--- config.mk ---
export PLATFORM = sky130hd
export DESIGN_NAME = fpu_issue_sched
export DESIGN_NICKNAME = d
export VERILOG_FILES = /design/src/rtl/fpu_sched_pkg.sv /design/src/rtl/fpu_op_pattern.sv /design/src/rtl/fpu_resv_table.sv /design/src/rtl/fpu_busy_counter.sv /design/src/rtl/fpu_mul_slots.sv /design/src/rtl/fpu_issue_sched.sv
export SDC_FILE = /design/constraint.sdc
export NUM_CORES = 1
export LEC_CHECK = 0
export BUFFER_PORTS_ARGS = -buffer_cell sky130_fd_sc_hd__buf_2
export CAP_MARGIN = 5
export CELL_PAD_IN_SITES_DETAIL_PLACEMENT = 0
export CELL_PAD_IN_SITES_GLOBAL_PLACEMENT = 1
export CORE_MARGIN = 5
export CORE_UTILIZATION = 34
export DETAILED_ROUTE_END_ITERATION = 10
export PLACE_DENSITY_LB_ADDON = 0.12
export SYNTH_ARGS = -nofsm -noshare
export SYNTH_HDL_FRONTEND = slang
export SYNTH_SLANG_ARGS = --single-unit
--- constraint.sdc ---
create_clock -name clk -period 21.2 [get_ports clk]
set_input_delay 4.24 -clock clk [delete_from_list [all_inputs] [get_ports clk]]
set_output_delay 4.24 -clock clk [all_outputs]
set_load 0.01 [all_outputs]
--- src/rtl/fpu_sched_pkg.sv ---
package fpu_sched_pkg;

   localparam logic [2:0] OP_ADD  = 3'd0;
   localparam logic [2:0] OP_CMP  = 3'd1;
   localparam logic [2:0] OP_MUL  = 3'd2;
   localparam logic [2:0] OP_DIV  = 3'd3;
   localparam logic [2:0] OP_SQRT = 3'd4;
   localparam logic [2:0] OP_CVT  = 3'd5;

   // reservation track indices
   localparam int TRK_BODY  = 0;
   localparam int TRK_MADD  = 1;
   localparam int TRK_ROUND = 2;
   localparam int NUM_TRK   = 3;

   function automatic int max_i(input int a, input int b);
      return (a > b) ? a : b;
   endfunction

endpackage

--- src/rtl/fpu_op_pattern.sv ---
module fpu_op_pattern
   import fpu_sched_pkg::*;
#(
   parameter int RW     = 16,
   parameter int CW     = 5,
   parameter int MUL_S  = 7,
   parameter int MUL_D  = 8,
   parameter int DIV_S  = 23,
   parameter int DIV_D  = 36,
   parameter int SQRT_S = 54,
   parameter int SQRT_D = 112
) (
   input  logic [2:0]    op_class,
   input  logic          is_double,
   output logic [RW-1:0] pat_body,
   output logic [RW-1:0] pat_madd,
   output logic [RW-1:0] pat_round,
   output logic [RW-1:0] pat_guard,
   output logic          use_mul,
   output logic          use_div,
   output logic          legal,
   output logic [CW-1:0] lat
);
   localparam logic [RW-1:0] ONE     = RW'(1);
   localparam logic [RW-1:0] ADD_B   = RW'(7);
   localparam logic [RW-1:0] ADD_M   = RW'(6);
   localparam logic [RW-1:0] ADD_R   = RW'(12);
   localparam logic [RW-1:0] CMP_B   = RW'(3);
   localparam logic [RW-1:0] CMP_M   = RW'(2);
   localparam logic [RW-1:0] CMP_R   = RW'(4);
   localparam logic [RW-1:0] CMP_G   = RW'(7);
   localparam logic [RW-1:0] CVT_B   = RW'(3);
   localparam logic [CW-1:0] L_MS    = CW'(MUL_S);
   localparam logic [CW-1:0] L_MD    = CW'(MUL_D);
   localparam logic [CW-1:0] L_DS    = CW'(DIV_S);
   localparam logic [CW-1:0] L_DD    = CW'(DIV_D);
   localparam logic [CW-1:0] L_QS    = CW'(SQRT_S);
   localparam logic [CW-1:0] L_QD    = CW'(SQRT_D);

   always_comb begin
      pat_body  = '0;
      pat_madd  = '0;
      pat_round = '0;
      pat_guard = '0;
      use_mul   = 1'b0;
      use_div   = 1'b0;
      legal     = 1'b1;
      lat       = '0;
      case (op_class)
         OP_ADD: begin
            pat_body  = ADD_B;
            pat_madd  = ADD_M;
            pat_round = ADD_R;
         end
         OP_CMP: begin
            pat_body  = CMP_B;
            pat_madd  = CMP_M;
            pat_round = CMP_R;
            pat_guard = CMP_G;
         end
         OP_CVT: begin
            pat_body  = CVT_B;
         end
         OP_MUL: begin
            use_mul   = 1'b1;
            lat       = is_double ? L_MD : L_MS;
            pat_madd  = ONE << (lat - CW'(2));
            pat_round = ONE << (lat - CW'(1));
         end
         OP_DIV, OP_SQRT: begin
            use_div   = 1'b1;
            if (op_class == OP_SQRT) lat = is_double ? L_QD : L_QS;
            else                     lat = is_double ? L_DD : L_DS;
            pat_body  = ONE | (ONE << (lat - CW'(3))) | (ONE << (lat - CW'(2)));
            pat_madd  = (ONE << (lat - CW'(3))) | (ONE << (lat - CW'(2)));
            pat_round = (ONE << (lat - CW'(2))) | (ONE << (lat - CW'(1)));
         end
         default: legal = 1'b0;
      endcase
   end

endmodule

--- src/rtl/fpu_resv_table.sv ---
module fpu_resv_table #(
   parameter int RW = 16,
   parameter int NT = 3
) (
   input  logic                   clk,
   input  logic                   rst,
   input  logic [NT-1:0][RW-1:0]  pat,
   input  logic                   commit,
   output logic [NT-1:0][RW-1:0]  occ,
   output logic [NT-1:0]          clash
);
   for (genvar t = 0; t < NT; t++) begin : g_trk
      logic [RW-1:0] occ_q;

      always_ff @(posedge clk) begin
         if (rst) occ_q <= '0;
         else     occ_q <= (occ_q | (commit ? pat[t] : '0)) >> 1;
      end

      assign occ[t]   = occ_q;
      assign clash[t] = |(occ_q & pat[t]);
   end

endmodule

--- src/rtl/fpu_busy_counter.sv ---
module fpu_busy_counter #(
   parameter int CW = 5
) (
   input  logic          clk,
   input  logic          rst,
   input  logic          load,
   input  logic [CW-1:0] lat,
   output logic          idle
);
   logic [CW-1:0] remain_q;

   always_ff @(posedge clk) begin
      if (rst)                 remain_q <= '0;
      else if (load)           remain_q <= lat - CW'(1);
      else if (remain_q != '0) remain_q <= remain_q - CW'(1);
   end

   // final execution cycle counts as free
   assign idle = (remain_q <= CW'(1));

endmodule

--- src/rtl/fpu_mul_slots.sv ---
module fpu_mul_slots #(
   parameter int NS = 2,
   parameter int CW = 5
) (
   input  logic          clk,
   input  logic          rst,
   input  logic          issue,
   input  logic [CW-1:0] lat,
   output logic          mul_ok
);
   logic [NS-1:0] slot_free;
   logic [NS-1:0] pick;
   logic          taken;
   logic          last_q;

   always_comb begin
      pick  = '0;
      taken = 1'b0;
      for (int i = 0; i < NS; i++) begin
         if (slot_free[i] && !taken) begin
            pick[i] = 1'b1;
            taken   = 1'b1;
         end
      end
   end

   for (genvar i = 0; i < NS; i++) begin : g_slot
      fpu_busy_counter #(.CW(CW)) u_cnt (
         .clk  (clk),
         .rst  (rst),
         .load (issue && pick[i]),
         .lat  (lat),
         .idle (slot_free[i])
      );
   end

   always_ff @(posedge clk) begin
      if (rst) last_q <= 1'b0;
      else     last_q <= issue;
   end

   assign mul_ok = (|slot_free) && !last_q;

endmodule

--- src/rtl/fpu_issue_sched.sv ---
module fpu_issue_sched
   import fpu_sched_pkg::*;
#(
   parameter int MUL_LAT_S  = 7,
   parameter int MUL_LAT_D  = 8,
   parameter int DIV_LAT_S  = 23,
   parameter int DIV_LAT_D  = 36,
   parameter int SQRT_LAT_S = 54,
   parameter int SQRT_LAT_D = 112,
   parameter int MUL_SLOTS  = 2,
   parameter bit CMP_STRICT = 1'b1
) (
   input  logic       clk,
   input  logic       rst,
   input  logic       req_valid,
   input  logic [2:0] op_class,
   input  logic       is_double,
   output logic       grant,
   output logic       stall
);
   localparam int MAX_MUL = max_i(MUL_LAT_S, MUL_LAT_D);
   localparam int MAX_DIV = max_i(max_i(DIV_LAT_S, DIV_LAT_D),
                                  max_i(SQRT_LAT_S, SQRT_LAT_D));
   localparam int MAX_LAT = max_i(MAX_MUL, MAX_DIV);
   localparam int RES_W   = max_i(MAX_LAT, 4);
   localparam int CNT_W   = $clog2(MAX_LAT + 1);

   if (MUL_LAT_S < 3 || MUL_LAT_D < 3) begin : g_bad_mul
      $error("multiply latency must be at least 3");
   end
   if (DIV_LAT_S < 4 || DIV_LAT_D < 4 || SQRT_LAT_S < 4 || SQRT_LAT_D < 4) begin : g_bad_div
      $error("divider latency must be at least 4");
   end
   if (MUL_SLOTS < 1) begin : g_bad_slots
      $error("at least one multiply slot is required");
   end

   logic [RES_W-1:0]                pat_body, pat_madd, pat_round, pat_guard;
   logic                            use_mul, use_div, legal;
   logic [CNT_W-1:0]                lat;
   logic [NUM_TRK-1:0][RES_W-1:0]   pat_all, occ;
   logic [NUM_TRK-1:0]              clash;
   logic                            mul_ok, div_idle, guard_hit, issue_ok;

   fpu_op_pattern #(
      .RW(RES_W), .CW(CNT_W),
      .MUL_S(MUL_LAT_S), .MUL_D(MUL_LAT_D),
      .DIV_S(DIV_LAT_S), .DIV_D(DIV_LAT_D),
      .SQRT_S(SQRT_LAT_S), .SQRT_D(SQRT_LAT_D)
   ) u_pat (
      .op_class  (op_class),
      .is_double (is_double),
      .pat_body  (pat_body),
      .pat_madd  (pat_madd),
      .pat_round (pat_round),
      .pat_guard (pat_guard),
      .use_mul   (use_mul),
      .use_div   (use_div),
      .legal     (legal),
      .lat       (lat)
   );

   assign pat_all[TRK_BODY]  = pat_body;
   assign pat_all[TRK_MADD]  = pat_madd;
   assign pat_all[TRK_ROUND] = pat_round;

   fpu_resv_table #(.RW(RES_W), .NT(NUM_TRK)) u_resv (
      .clk    (clk),
      .rst    (rst),
      .pat    (pat_all),
      .commit (grant),
      .occ    (occ),
      .clash  (clash)
   );

   fpu_mul_slots #(.NS(MUL_SLOTS), .CW(CNT_W)) u_mul (
      .clk    (clk),
      .rst    (rst),
      .issue  (grant && use_mul),
      .lat    (lat),
      .mul_ok (mul_ok)
   );

   fpu_busy_counter #(.CW(CNT_W)) u_div (
      .clk  (clk),
      .rst  (rst),
      .load (grant && use_div),
      .lat  (lat),
      .idle (div_idle)
   );

   if (CMP_STRICT) begin : g_cmp_strict
      assign guard_hit = |(pat_guard & (occ[TRK_MADD] | occ[TRK_ROUND]));
   end else begin : g_cmp_loose
      assign guard_hit = 1'b0;
   end

   assign issue_ok = legal && !(|clash) && !guard_hit
                   && (!use_mul || mul_ok) && (!use_div || div_idle);

   assign grant = !rst && req_valid && issue_ok;
   assign stall = req_valid && !grant;

endmodule

==> run summary <==
vias per inst - 6.69
Async SR Flop Fraction - 0
CP Launch Type - input port
Hold EP - u_resv.g_trk[0].occ_q[61]$_SDFF_PP0_
Synth Net Count - 1881
unrepaired setup endpoints after global routing - false
R2R Path End - u_resv.g_trk[1].occ_q[9]$_SDFF_PP0_
Leakage - 6.29 nW
CTS sink cnt - 355
initial antenna violation count - 5
first-pass GRT wire length - 131000 um
DRT iter0 DRCs - 2259
Synth Warn # - 0
Critical Path AT - 12060 ps
routed length per instance - 38.8 um
GRT overflow - 0
final instance area - 18500 um^2
number of synthesized register bits - 355
Power per Cell Area - 91.4 nW/um^2
number of distinct library cells after synthesis - 86
Post-synth EDFFs - 0
Worst Setup End Kind - primary output
RR Startpoint - u_resv.g_trk[1].occ_q[13]$_SDFF_PP0_
CP cell instances - buf_2 -> nor3b_4 -> buf_4 -> inv_1 -> ha_1 -> ha_2 -> buf_4 -> nor2_1 -> buf_4 -> nand3_1 -> a31oi_1 -> a2111oi_0 -> nand4_1 -> nor4_4 -> nand2_2 -> or3_2 -> inv_2 -> buf_2
antenna-violating nets left - 0
slew at the pin closest to its max-slew limit - 1230 ps
Vias - 16400
DRC Markers - 0
synthesized area - 16700 um^2
skew final - 37.9 ps
post-cts resize count - 0
Worst Path Max Fanout - 36
hold-fix buffer count after cts - 0
dpl hpwl - 68200 um
part of the Yosys area used for sequential elements - 0.427
CP required - 16960 ps
largest net degree at the start of global routing - 189
cell at the slowest stage of the critical path - a2111oi_0
setup TNS - 0 ps
CTS max path bufs - 3
Num CTS Buffers - 42
Hold WC Path Type - reg -> reg
Placer Congestion - 1.04
max frequency - 61.4 MHz
status - finished clean
top cell type's share of synthesized area - 0.427
share of cells above drive strength 1 - 0.101
Post-CTS Setup Bufs - 0
worst rel slew slack - 0.170
Hold Crit Depth - 1
Die X - 231 um
clk root buf - clkbuf_16
# IOs - 9
CTS tree - yes
CP top delay family - buffers and inverters
fin crit share - 0.769
vias in the first global route - 15600
drt first pass iters - 5
hold path start - u_resv.g_trk[0].occ_q[62]$_SDFF_PP0_
Crit Path Class - in -> out
Rows - 81
Min Hold Slack - 432 ps
DIE AREA - 53500 um^2
Synth area leaders - dfxtp_1, o2bb2ai_1, o21a_1
Syn Inst Count - 1855
Clock Latency Late Sink - 590 ps
count leader, synth - dfxtp_1
Post-Syn Area per Cell - 8.98 um^2
Clock transition at path regs - 60 ps
Pins Over Slew Limit - 0
Critical Path Max Stage Delay - 1040 ps
Die H - 231 um
register-to-register path setup slack - 15680 ps
all-layer global routing usage - 0.344
top cells by count, synth - dfxtp_1, nand2_1, clkbuf_1, o2bb2ai_1, o21a_1
Area Overhead vs Synth - 11.4%
maxcap violations - 0
nets@finish - 1810
cell count of the worst reg-to-reg path - 10
final hold violation count - 0
maximum vdd drop - 0.0542 mV
number of setup violations in the final report - 0
Final min period - 16300 ps
DP Area - 17100 um^2
WP buf/inv - 7
I/O Buffers - 8
Post-synth top flop - dfxtp_1
most used cell, CP - buf_4
drt total wl - 94800 um
Initial Utilization - 0.342
core footprint - 48600 um^2
htree depth - 2
dominant cell type by area after synthesis - dfxtp_1
==> cell type report <==
cell class / instances / area [um^2]
flip-flops and latches: 355 / 7110
multi-input cells: 1268 / 8550
diodes: 6 / 15.0
clock inverters: 14 / 159
inverters: 55 / 214
well taps: 622 / 778
repair buffers: 62 / 458
fillers: 4999 / 30100
clock buffers: 61 / 1260
==> cells in the final DEF, fill, tap and decap left out, types with 17 or more instances in the layout <==
cell	n
nor2_1	81
o32ai_1	20
o21a_1	89
o21ai_0	64
a21o_1	17
o41ai_1	21
a22o_1	38
dfxtp_1	355
nor3_1	44
a31oi_1	19
a32o_1	21
nand3_1	73
nand2_1	144
o2bb2ai_1	97
nor2b_1	60
nand4_1	31
nor4_1	36
clkbuf_16	43
inv_1	53
a21oi_1	57
buf_4	52
o211ai_1	18
==> routing by layer <==
metal / routed length, um / part of all wire / track usage / vias up
li1: - / - / - / 6854
met1: 38800 / 0.41 / 0.450 / 8185
met2: 40800 / 0.43 / 0.521 / 1038
met3: 9070 / 0.096 / 0.0907 / 278
met4: 6110 / 0.064 / 0.183 / 0
met5: 0 / 0 / 0 / -
==> logic make-up (layout without fill, tap and decap cells) <==
logic type / after synthesis / in the layout / synth area share
adder cells (fa/ha/maj): 19 / 19 / 0.0143
XOR/XNOR: 17 / 17 / 0.00894
AO/OA/AOI/OAI: 612 / 612 / 0.283
flip-flops: 355 / 355 / 0.427
AND/OR/NAND/NOR: 611 / 611 / 0.199
multiplexers: 9 / 9 / 0.00571
buffers and inverters: 232 / 192 / 0.0621
other: 0 / 6 / 0
==> sequential cells by signal (all words and copies together), names as in the netlist <==
register and count:
u_mul.last_q 1, u_resv.g_trk.occ_q 333, u_div.remain_q 7, u_mul.g_slot.u_cnt.remain_q 14
==> worst register-to-register path, stage by stage, from the launching register on <==
cell and delay, ps:
dfxtp_1 320, o211ai_1 680, a31oi_1 180, a2111oi_0 1040, nand4_1 420, nor4_4 490
nand2_2 90, buf_4 320, or3_4 630, buf_4 460, o32ai_1 720
==> stage by stage <==
stage / power (mW) / util / setup WS [ps] / instances
global placement: 0.956 / 0.351 / 4890 / 2360
detailed placement: 0.957 / 0.352 / 5240 / 2361
finish: 1.70 / 0.381 / 4900 / 2443
floorplan: 0.875 / - / 8410 / 1855
CTS: 1.71 / 0.381 / 5220 / 2436
global route: 1.75 / 0.381 / 4980 / 2437
==> power by group <==
group | total, mW | internal [mW] | switching (mW)
Sequential | 0.699 | 0.684 | 0.0155
Clock | 0.748 | 0.440 | 0.308
Combinational | 0.249 | 0.0740 | 0.175
==> worst max-delay path by stage <==
| stage | startpoint | endpoint | slack [ps] | cells past startpoint |
|---|---|---|---|---|
| 6_report | op_class[2] | grant | 4900 | 18 |
| 5_1_grt | op_class[2] | grant | 4980 | 16 |
| 4_1_cts | op_class[2] | grant | 5220 | 18 |
| 3_5_place_dp | op_class[2] | grant | 5240 | 18 |
| 3_3_place_gp | op_class[2] | grant | 4890 | 17 |
| 2_1_floorplan | op_class[0] | stall | 8410 | 21 |
No activity file was read; power rests on OpenSTA's default activity.
